File: src/rtl/hp_pkg.sv
`timescale 1ns/1ps
// Shared constants and types for the hotplug event register block.
package hp_pkg;
    // Status/enable bit positions that the two event sources own.
    localparam int STS_SLOT_BIT = 1;
    localparam int STS_CPU_BIT  = 2;
    localparam int EVT_REG_W    = 16;

    // Address window hit by the current bus address.
    typedef enum logic [2:0] {
        WIN_NONE,
        WIN_GPE,
        WIN_CPU,
        WIN_SLOT,
        WIN_EJECT
    } win_e;
endpackage

File: src/rtl/hp_gpe_evtreg.sv
`timescale 1ns/1ps
// Event status / enable register pair with byte-lane access.
// Status bits are write-one-to-clear per byte; enable bytes are replaced.
// Assumes at most one bus write per cycle; same-cycle event sets win over clears.
module hp_gpe_evtreg
    import hp_pkg::*;
(
    input  logic                 clk,
    input  logic                 rst_n,
    input  logic                 wr_en,
    input  logic [1:0]           byte_sel,
    input  logic [7:0]           wdata,
    input  logic                 cpu_evt,
    input  logic                 slot_evt,
    output logic [EVT_REG_W-1:0] sts_q,
    output logic [EVT_REG_W-1:0] en_q,
    output logic [7:0]           rd_byte,
    output logic                 sci_pulse
);
    logic [EVT_REG_W-1:0] sts_n;
    logic [EVT_REG_W-1:0] en_n;
    logic [EVT_REG_W-1:0] clr_mask;

    // Next-state: byte-lane clear/replace, then event sets on top.
    always_comb begin
        clr_mask = byte_sel[0] ? {wdata, 8'h00} : {8'h00, wdata};
        sts_n    = sts_q;
        en_n     = en_q;
        if (wr_en && !byte_sel[1]) begin
            sts_n = sts_q & ~clr_mask;
        end
        if (wr_en && byte_sel[1]) begin
            if (byte_sel[0]) en_n[15:8] = wdata;
            else             en_n[7:0]  = wdata;
        end
        if (cpu_evt)  sts_n[STS_CPU_BIT]  = 1'b1;
        if (slot_evt) sts_n[STS_SLOT_BIT] = 1'b1;
    end

    // Register update and enable-gated interrupt pulse.
    always_ff @(posedge clk) begin
        if (!rst_n) begin
            sts_q     <= '0;
            en_q      <= '0;
            sci_pulse <= 1'b0;
        end else begin
            sts_q     <= sts_n;
            en_q      <= en_n;
            sci_pulse <= (cpu_evt && en_q[STS_CPU_BIT]) ||
                         (slot_evt && en_q[STS_SLOT_BIT]);
        end
    end

    // Read byte selection.
    always_comb begin
        case (byte_sel)
            2'd0:    rd_byte = sts_q[7:0];
            2'd1:    rd_byte = sts_q[15:8];
            2'd2:    rd_byte = en_q[7:0];
            default: rd_byte = en_q[15:8];
        endcase
    end
endmodule

File: src/rtl/hp_cpu_presence.sv
`timescale 1ns/1ps
// Processor presence bitmap, eight processors per byte, bus-read-only.
// Only hotplug events change it; reset marks the first INIT_CPUS present.
module hp_cpu_presence #(
    parameter int NUM_BYTES = 32,
    parameter int INIT_CPUS = 6,
    localparam int NBITS    = NUM_BYTES * 8,
    localparam int ID_W     = $clog2(NBITS),
    localparam int IDX_W    = $clog2(NUM_BYTES)
) (
    input  logic             clk,
    input  logic             rst_n,
    input  logic             evt_valid,
    input  logic             evt_add,
    input  logic [ID_W-1:0]  evt_id,
    input  logic [IDX_W-1:0] rd_idx,
    output logic [7:0]       rd_byte
);
    logic [NBITS-1:0] map_q;

    // Builds the reset image: one bit per initially present processor.
    function automatic logic [NBITS-1:0] reset_image();
        logic [NBITS-1:0] img;
        for (int i = 0; i < NBITS; i++) img[i] = (i < INIT_CPUS);
        return img;
    endfunction

    // Event-driven set/clear of a single presence bit.
    always_ff @(posedge clk) begin
        if (!rst_n)         map_q <= reset_image();
        else if (evt_valid) map_q[evt_id] <= evt_add;
    end

    // Byte readout for the bus.
    assign rd_byte = map_q[{rd_idx, 3'b000} +: 8];
endmodule

File: src/rtl/hp_slot_masks.sv
`timescale 1ns/1ps
// Slot arrival/departure masks plus the eject request encoder.
// A slot event wipes both masks then marks one bit; it overrides a same-cycle write.
// Eject picks the lowest set bit of a nonzero written word. Assumes NUM_SLOTS <= 32.
module hp_slot_masks #(
    parameter int NUM_SLOTS = 32,
    localparam int ID_W     = $clog2(NUM_SLOTS)
) (
    input  logic                 clk,
    input  logic                 rst_n,
    input  logic                 wr_up,
    input  logic                 wr_dn,
    input  logic [NUM_SLOTS-1:0] wdata,
    input  logic                 evt_valid,
    input  logic                 evt_add,
    input  logic [ID_W-1:0]      evt_id,
    input  logic                 ej_wr,
    input  logic [NUM_SLOTS-1:0] ej_data,
    output logic [NUM_SLOTS-1:0] up_q,
    output logic [NUM_SLOTS-1:0] dn_q,
    output logic                 eject_valid,
    output logic [ID_W-1:0]      eject_slot
);
    logic [ID_W-1:0] low_idx;

    // Priority encoder: index of the lowest set bit of the eject word.
    always_comb begin
        low_idx = '0;
        for (int i = NUM_SLOTS - 1; i >= 0; i--) begin
            if (ej_data[i]) low_idx = ID_W'(i);
        end
    end

    // Mask registers: event first, otherwise software write.
    always_ff @(posedge clk) begin
        if (!rst_n) begin
            up_q <= '0;
            dn_q <= '0;
        end else if (evt_valid) begin
            up_q <= '0;
            dn_q <= '0;
            if (evt_add) up_q[evt_id] <= 1'b1;
            else         dn_q[evt_id] <= 1'b1;
        end else begin
            if (wr_up) up_q <= wdata;
            if (wr_dn) dn_q <= wdata;
        end
    end

    // One-cycle eject strobe for nonzero writes.
    always_ff @(posedge clk) begin
        if (!rst_n) begin
            eject_valid <= 1'b0;
            eject_slot  <= '0;
        end else begin
            eject_valid <= ej_wr && (ej_data != '0);
            if (ej_wr && (ej_data != '0)) eject_slot <= low_idx;
        end
    end
endmodule

File: src/rtl/hp_gpe_hotplug.sv
`timescale 1ns/1ps
// Hotplug event register block: decodes four address windows onto the
// event status/enable pair, the processor presence map, the slot masks and
// the eject register. Reads are combinational; writes take effect at the clock.
module hp_gpe_hotplug
    import hp_pkg::*;
#(
    parameter logic [15:0] GPE_BASE   = 16'h0E00,
    parameter logic [15:0] CPU_BASE   = 16'h0E20,
    parameter logic [15:0] SLOT_BASE  = 16'h0E40,
    parameter logic [15:0] EJECT_BASE = 16'h0E48,
    parameter int          CPU_BYTES  = 32,
    parameter int          INIT_CPUS  = 6,
    parameter int          NUM_SLOTS  = 32,
    localparam int         CPU_ID_W   = $clog2(CPU_BYTES * 8),
    localparam int         SLOT_ID_W  = $clog2(NUM_SLOTS)
) (
    input  logic                 clk,
    input  logic                 rst_n,
    input  logic [15:0]          bus_addr,
    input  logic                 bus_we,
    input  logic [31:0]          bus_wdata,
    output logic [31:0]          bus_rdata,
    input  logic                 cpu_evt_valid,
    input  logic                 cpu_evt_add,
    input  logic [CPU_ID_W-1:0]  cpu_evt_id,
    input  logic                 slot_evt_valid,
    input  logic                 slot_evt_add,
    input  logic [SLOT_ID_W-1:0] slot_evt_id,
    output logic                 sci_pulse,
    output logic                 eject_valid,
    output logic [SLOT_ID_W-1:0] eject_slot
);
    localparam int          CPU_IDX_W = $clog2(CPU_BYTES);
    localparam logic [15:0] CPU_LEN   = 16'(CPU_BYTES);

    logic [15:0] off_gpe, off_cpu, off_slot, off_ej;
    win_e        win;
    logic [EVT_REG_W-1:0] gpe_sts, gpe_en;
    logic [7:0]  gpe_byte, cpu_byte;
    logic [NUM_SLOTS-1:0] slot_up, slot_dn;

    // Window decode from the bus address.
    always_comb begin
        off_gpe  = bus_addr - GPE_BASE;
        off_cpu  = bus_addr - CPU_BASE;
        off_slot = bus_addr - SLOT_BASE;
        off_ej   = bus_addr - EJECT_BASE;
        if      (off_gpe  < 16'd4)   win = WIN_GPE;
        else if (off_cpu  < CPU_LEN) win = WIN_CPU;
        else if (off_slot < 16'd8)   win = WIN_SLOT;
        else if (off_ej   < 16'd4)   win = WIN_EJECT;
        else                         win = WIN_NONE;
    end

    hp_gpe_evtreg u_evt (
        .clk       (clk),
        .rst_n     (rst_n),
        .wr_en     (bus_we && (win == WIN_GPE)),
        .byte_sel  (off_gpe[1:0]),
        .wdata     (bus_wdata[7:0]),
        .cpu_evt   (cpu_evt_valid),
        .slot_evt  (slot_evt_valid),
        .sts_q     (gpe_sts),
        .en_q      (gpe_en),
        .rd_byte   (gpe_byte),
        .sci_pulse (sci_pulse)
    );

    hp_cpu_presence #(
        .NUM_BYTES (CPU_BYTES),
        .INIT_CPUS (INIT_CPUS)
    ) u_cpu (
        .clk       (clk),
        .rst_n     (rst_n),
        .evt_valid (cpu_evt_valid),
        .evt_add   (cpu_evt_add),
        .evt_id    (cpu_evt_id),
        .rd_idx    (off_cpu[CPU_IDX_W-1:0]),
        .rd_byte   (cpu_byte)
    );

    hp_slot_masks #(
        .NUM_SLOTS (NUM_SLOTS)
    ) u_slot (
        .clk         (clk),
        .rst_n       (rst_n),
        .wr_up       (bus_we && (win == WIN_SLOT) && (off_slot == 16'd0)),
        .wr_dn       (bus_we && (win == WIN_SLOT) && (off_slot == 16'd4)),
        .wdata       (bus_wdata[NUM_SLOTS-1:0]),
        .evt_valid   (slot_evt_valid),
        .evt_add     (slot_evt_add),
        .evt_id      (slot_evt_id),
        .ej_wr       (bus_we && (win == WIN_EJECT)),
        .ej_data     (bus_wdata[NUM_SLOTS-1:0]),
        .up_q        (slot_up),
        .dn_q        (slot_dn),
        .eject_valid (eject_valid),
        .eject_slot  (eject_slot)
    );

    // Read multiplexer; eject and unmapped addresses return zero.
    always_comb begin
        bus_rdata = '0;
        case (win)
            WIN_GPE: bus_rdata = {24'd0, gpe_byte};
            WIN_CPU: bus_rdata = {24'd0, cpu_byte};
            WIN_SLOT: begin
                if (off_slot == 16'd0)      bus_rdata = 32'(slot_up);
                else if (off_slot == 16'd4) bus_rdata = 32'(slot_dn);
            end
            default: bus_rdata = '0;
        endcase
    end
endmodule

File: config.mk
export PLATFORM = sky130hd
export DESIGN_NAME = hp_gpe_hotplug
export DESIGN_NICKNAME = d
export VERILOG_FILES = /design/src/rtl/hp_pkg.sv /design/src/rtl/hp_gpe_evtreg.sv /design/src/rtl/hp_cpu_presence.sv /design/src/rtl/hp_slot_masks.sv /design/src/rtl/hp_gpe_hotplug.sv
export SDC_FILE = /design/constraint.sdc
export NUM_CORES = 1
export LEC_CHECK = 0
export BUFFER_PORTS_ARGS = -buffer_cell sky130_fd_sc_hd__buf_4
export CAP_MARGIN = 20
export CORE_UTILIZATION = 55
export CTS_BUF_LIST = sky130_fd_sc_hd__clkbuf_4 sky130_fd_sc_hd__clkbuf_8
export CTS_CLUSTER_SIZE = 25
export DETAILED_ROUTE_END_ITERATION = 10
export GPL_TIMING_DRIVEN = 0
export PLACE_DENSITY = 0.7
export SETUP_SLACK_MARGIN = 0.3
export SYNTH_ARGS = -nofsm -noshare
export SYNTH_HDL_FRONTEND = slang
export SYNTH_HIERARCHICAL = 1
export SYNTH_SLANG_ARGS = --single-unit
File: constraint.sdc
create_clock -name clk -period 3.2 [get_ports clk]
set_input_delay 0.32 -clock clk [delete_from_list [all_inputs] [get_ports clk]]
set_output_delay 0.32 -clock clk [all_outputs]
set_load 0.01 [all_outputs]
==> impl_results.md <==
- Vias in the first global route: 19231
- Static Leak: 7.25 nW
- Number of vias per cell: 7.26
- Antenna Violating Nets Remaining: 0
- Overall track demand over capacity in global routing: 0.457
- Cell Int Power: 7.45 mW
- Skew final: 3.04 ps
- Detailed Routing Iterations Pass 1: 6
- Worst endpoint required time: 2880 ps
- FF+latch count, synth: 359
- Endpoint arrival time on the critical path: 2790 ps
- Starting Density: 0.559
- R2r setup slk: 2450 ps
- Crit share post-route: 0.972
- Max Transition Viols Final: 0
- Count of mapped cells out of synthesis: 2144
- Number of failing hold endpoints at the final stage: 0
- Max Cap Viol: 0
- Number of placement rows: 68
- Worst slew margin: 0.269
- Sink Count: 359
- Share of cells above drive strength 1: 0.175
- Max VDD drop: 0.505 mV
- Post-synth ARST share: 0
- WHS Path Cells: 5
- Achievable Freq: 321 MHz
- Maximum clock path buffer count: 3
- Minimum setup slack after placement: -519 ps
- Status: finished, final reports clean
- Via count: 20547
- Largest fanout of any net on the critical path: 10
- Critical Path End Type: primary output
- Final estimated routing congestion in global placement: 1.05
- RSZ-0062 raised after global routing: true
- Total Negative Setup Slacks: 0 ps
- Power, Total: 10.4 mW
- CTS HTree Levels: 2
- Part of the total power dissipated in sequential elements: 0.437
- Power spent charging and discharging nets: 2.98 mW
- Post-synthesis average cell area: 9.00 sq um
- Clock share of power: 0.441
- Number of enable flip-flop cells after synthesis: 0
- Logic pwr share: 0.123
- Number of distinct library cells after synthesis: 75
- Setup crit start kind: input pin
- Type of the setup path with the least slack: in2out
- Global-route wire length before repair: 122000 um
- Sum of overflow across all layers after global routing: 0
- Sw Share: 0.286
- Setup violation total in the final timing report: 0
- Capture instance of the worst register-to-register path: u_cpu/map_q[186]$_SDFFE_PN0P_
- Number of buffers created by CTS: 61
- Worst slew pin tran: 1090 ps
- Commonest register cell after synthesis: sky130_fd_sc_hd__dfxtp_1
- DR DRC count: 0
- Port Buffer Count: 98
- Final WL: 82900 um
- Final critical path time including I/O delays and setup: 3110 ps
- Die Y-Extent: 189 um
- Maximum number of pins on one net before global-route repair: 17
- Worst R2R Path Depth: 3
- Nets in the synthesized netlist: 2217
- Clk Latency, worst-skew pair: 670 ps
- Part of the Yosys area used for sequential elements: 0.372
- Detailed-placement wirelength estimate: 58100 um
- Die extent in x: 189 um
- Pwr dens: 469 nW/um^2
- Mean routed wirelength per cell: 29.3 um
- Source of the worst register-to-register timing path: u_cpu/map_q[186]$_SDFFE_PN0P_
- Area of the die: 35800 sq um
- TritonCTS clock tree: done
- First-iteration detailed-routing DRC count: 2784
- Area of the core: 34500 sq um
- Num ports: 107
- Layout overhead on the synthesized area: 15.2%
- Final cell utilization of the core: 0.644
- Ys Warns: 6
- Worst hold-check path type: in2reg
- Fin worst setup slack: 89.5 ps
- # nets final: 2391
- Root cell of the clock tree: sky130_fd_sc_hd__clkbuf_8
- Number of fill cells: 2971
- Timing startpoint of the critical path: bus_addr[1]
- Capture point of the worst path: bus_rdata[4]
- Register clock-pin slew on the reported worst setup and hold paths: 60 ps
- Post-synth design cell area: 19300 sq um
- Antenna violations before repair: 11
[repair_timing]
item                       in CTS  in global routing
setup endpoints to repair       8                 18
hold endpoints to repair       39                  0
pin swaps                       3                  3
gates resized for setup        34                 12
setup buffers                   1                  0
gates cloned                    0                  0
hold buffers                   11                  0
[cell usage in the layout (no fill, tap or decap), types with 35 or more instances in the layout]
| master | n |
|---|---|
| sky130_fd_sc_hd__a21oi_1 | 272 |
| sky130_fd_sc_hd__buf_2 | 35 |
| sky130_fd_sc_hd__buf_4 | 99 |
| sky130_fd_sc_hd__clkbuf_1 | 250 |
| sky130_fd_sc_hd__clkbuf_8 | 84 |
| sky130_fd_sc_hd__dfxtp_1 | 348 |
| sky130_fd_sc_hd__mux2i_1 | 50 |
| sky130_fd_sc_hd__mux4_2 | 87 |
| sky130_fd_sc_hd__nand2_1 | 57 |
| sky130_fd_sc_hd__nand2b_1 | 38 |
| sky130_fd_sc_hd__nand4_1 | 260 |
| sky130_fd_sc_hd__nor2_1 | 110 |
| sky130_fd_sc_hd__o211ai_1 | 64 |
| sky130_fd_sc_hd__o21ai_0 | 80 |
| sky130_fd_sc_hd__o31ai_1 | 253 |
[cells by family (layout without fill, tap and decap cells)]
kind of cell,after synthesis,count (layout),share of synthesized area
adder cells (fa/ha/maj),5,5,0.00324
flip-flops,359,359,0.372
AO/OA/AOI/OAI,711,711,0.234
other,0,8,0
AND/OR/NAND/NOR,596,596,0.186
XOR/XNOR,4,4,0.00182
buffers and inverters,322,545,0.0683
multiplexers,147,147,0.134
[synthesized netlist by cell type (6+ instances only)]
library cell,number,area share
sky130_fd_sc_hd__a21oi_1,272,0.071
sky130_fd_sc_hd__a31oi_1,10,0.0032
sky130_fd_sc_hd__buf_1,15,0.0029
sky130_fd_sc_hd__buf_2,29,0.0075
sky130_fd_sc_hd__buf_6,8,0.0047
sky130_fd_sc_hd__clkbuf_1,252,0.049
sky130_fd_sc_hd__dfxtp_1,359,0.37
sky130_fd_sc_hd__inv_1,14,0.0027
sky130_fd_sc_hd__mux2_2,9,0.0053
sky130_fd_sc_hd__mux2i_1,50,0.026
sky130_fd_sc_hd__mux4_2,87,0.10
sky130_fd_sc_hd__nand2_1,60,0.012
sky130_fd_sc_hd__nand2b_1,38,0.012
sky130_fd_sc_hd__nand3_1,8,0.0021
sky130_fd_sc_hd__nand3b_1,10,0.0039
sky130_fd_sc_hd__nand4_1,260,0.084
sky130_fd_sc_hd__nand4b_1,6,0.0027
sky130_fd_sc_hd__nand4bb_1,6,0.0035
sky130_fd_sc_hd__nor2_1,110,0.021
sky130_fd_sc_hd__nor2b_1,9,0.0029
sky130_fd_sc_hd__nor4_1,15,0.0049
sky130_fd_sc_hd__nor4bb_1,6,0.0031
sky130_fd_sc_hd__o211ai_1,64,0.025
sky130_fd_sc_hd__o21ai_0,80,0.021
sky130_fd_sc_hd__o221ai_1,8,0.0036
sky130_fd_sc_hd__o31ai_1,253,0.098
sky130_fd_sc_hd__or3_1,7,0.0023
[flip-flops by register name, summed over array words and instances, names as in the netlist]
name	cells
u_cpu/map_q	256
u_evt/en_q	16
u_evt/sci_pulse	1
u_evt/sts_q	16
u_slot/dn_q	32
u_slot/eject_slot	5
u_slot/eject_valid	1
u_slot/up_q	32
[power by group through the flow]
stage	combinational (mW)	sequential, mW	clock, mW
floorplan	0.695	4.64	0
global placement	1.18	4.65	0
detailed placement	1.19	4.65	0
CTS	1.21	4.55	4.60
global route	1.32	4.56	4.80
finish	1.28	4.56	4.59
[cell type report]
cell class / count / area, sq um / share of cell area
sequential: 359 / 7200 / 0.324
clock inverter: 12 / 95.1 / 0.00428
inverter: 16 / 60.1 / 0.00270
multi-input combinational: 1463 / 10900 / 0.489
timing repair buffer: 111 / 858 / 0.0386
antenna: 8 / 20.0 / 0.000900
tap: 455 / 569 / 0.0256
buffer: 306 / 1290 / 0.0580
clock buffer: 100 / 1270 / 0.0571
[routing by layer]
layer  wire [um]  up-vias  track usage
li1            -     8731            -
met1       30000     9771        0.563
met2       35900     1665        0.687
met3        9890      374        0.111
met4        7080        6        0.362
met5          37        -            0
[worst max-delay path, stage by stage]
cell	delay (ps)
sky130_fd_sc_hd__buf_4	140
sky130_fd_sc_hd__buf_6	240
sky130_fd_sc_hd__buf_8	220
sky130_fd_sc_hd__mux4_2	640
sky130_fd_sc_hd__mux4_2	530
sky130_fd_sc_hd__mux2_4	310
sky130_fd_sc_hd__nand2_2	70
sky130_fd_sc_hd__o221ai_2	120
sky130_fd_sc_hd__buf_4	170
[how the worst min path moves through the flow]
stage                                       from                                end  slack, ps
floorplan                                  rst_n        u_cpu/map_q[0]$_SDFFE_PN1P_        400
global placement    u_evt/sts_q[12]$_SDFFE_PN0P_       u_evt/sts_q[12]$_SDFFE_PN0P_        420
detailed placement  u_evt/sts_q[12]$_SDFFE_PN0P_       u_evt/sts_q[12]$_SDFFE_PN0P_        420
CTS                                 bus_wdata[8]  u_slot/eject_slot[2]$_SDFFE_PN0P_         70
global route                       bus_wdata[29]       u_slot/up_q[29]$_SDFFE_PN0P_        130
finish                             bus_wdata[30]       u_slot/up_q[30]$_SDFFE_PN0P_        110
[metrics by stage]
| step | instance area (sq um) | hold WS [ps] | cells |
|---|---|---|---|
| final | 22200 | 109 | 2830 |
| after global routing | 22200 | 133 | 2824 |
| after CTS | 22200 | 74.4 | 2822 |
| after detailed placement | 20600 | 421 | 2698 |
| after global placement | 20600 | 415 | 2697 |
| after floorplan | 19300 | 396 | 2144 |
No activity file was read; power rests on OpenSTA's default activity.
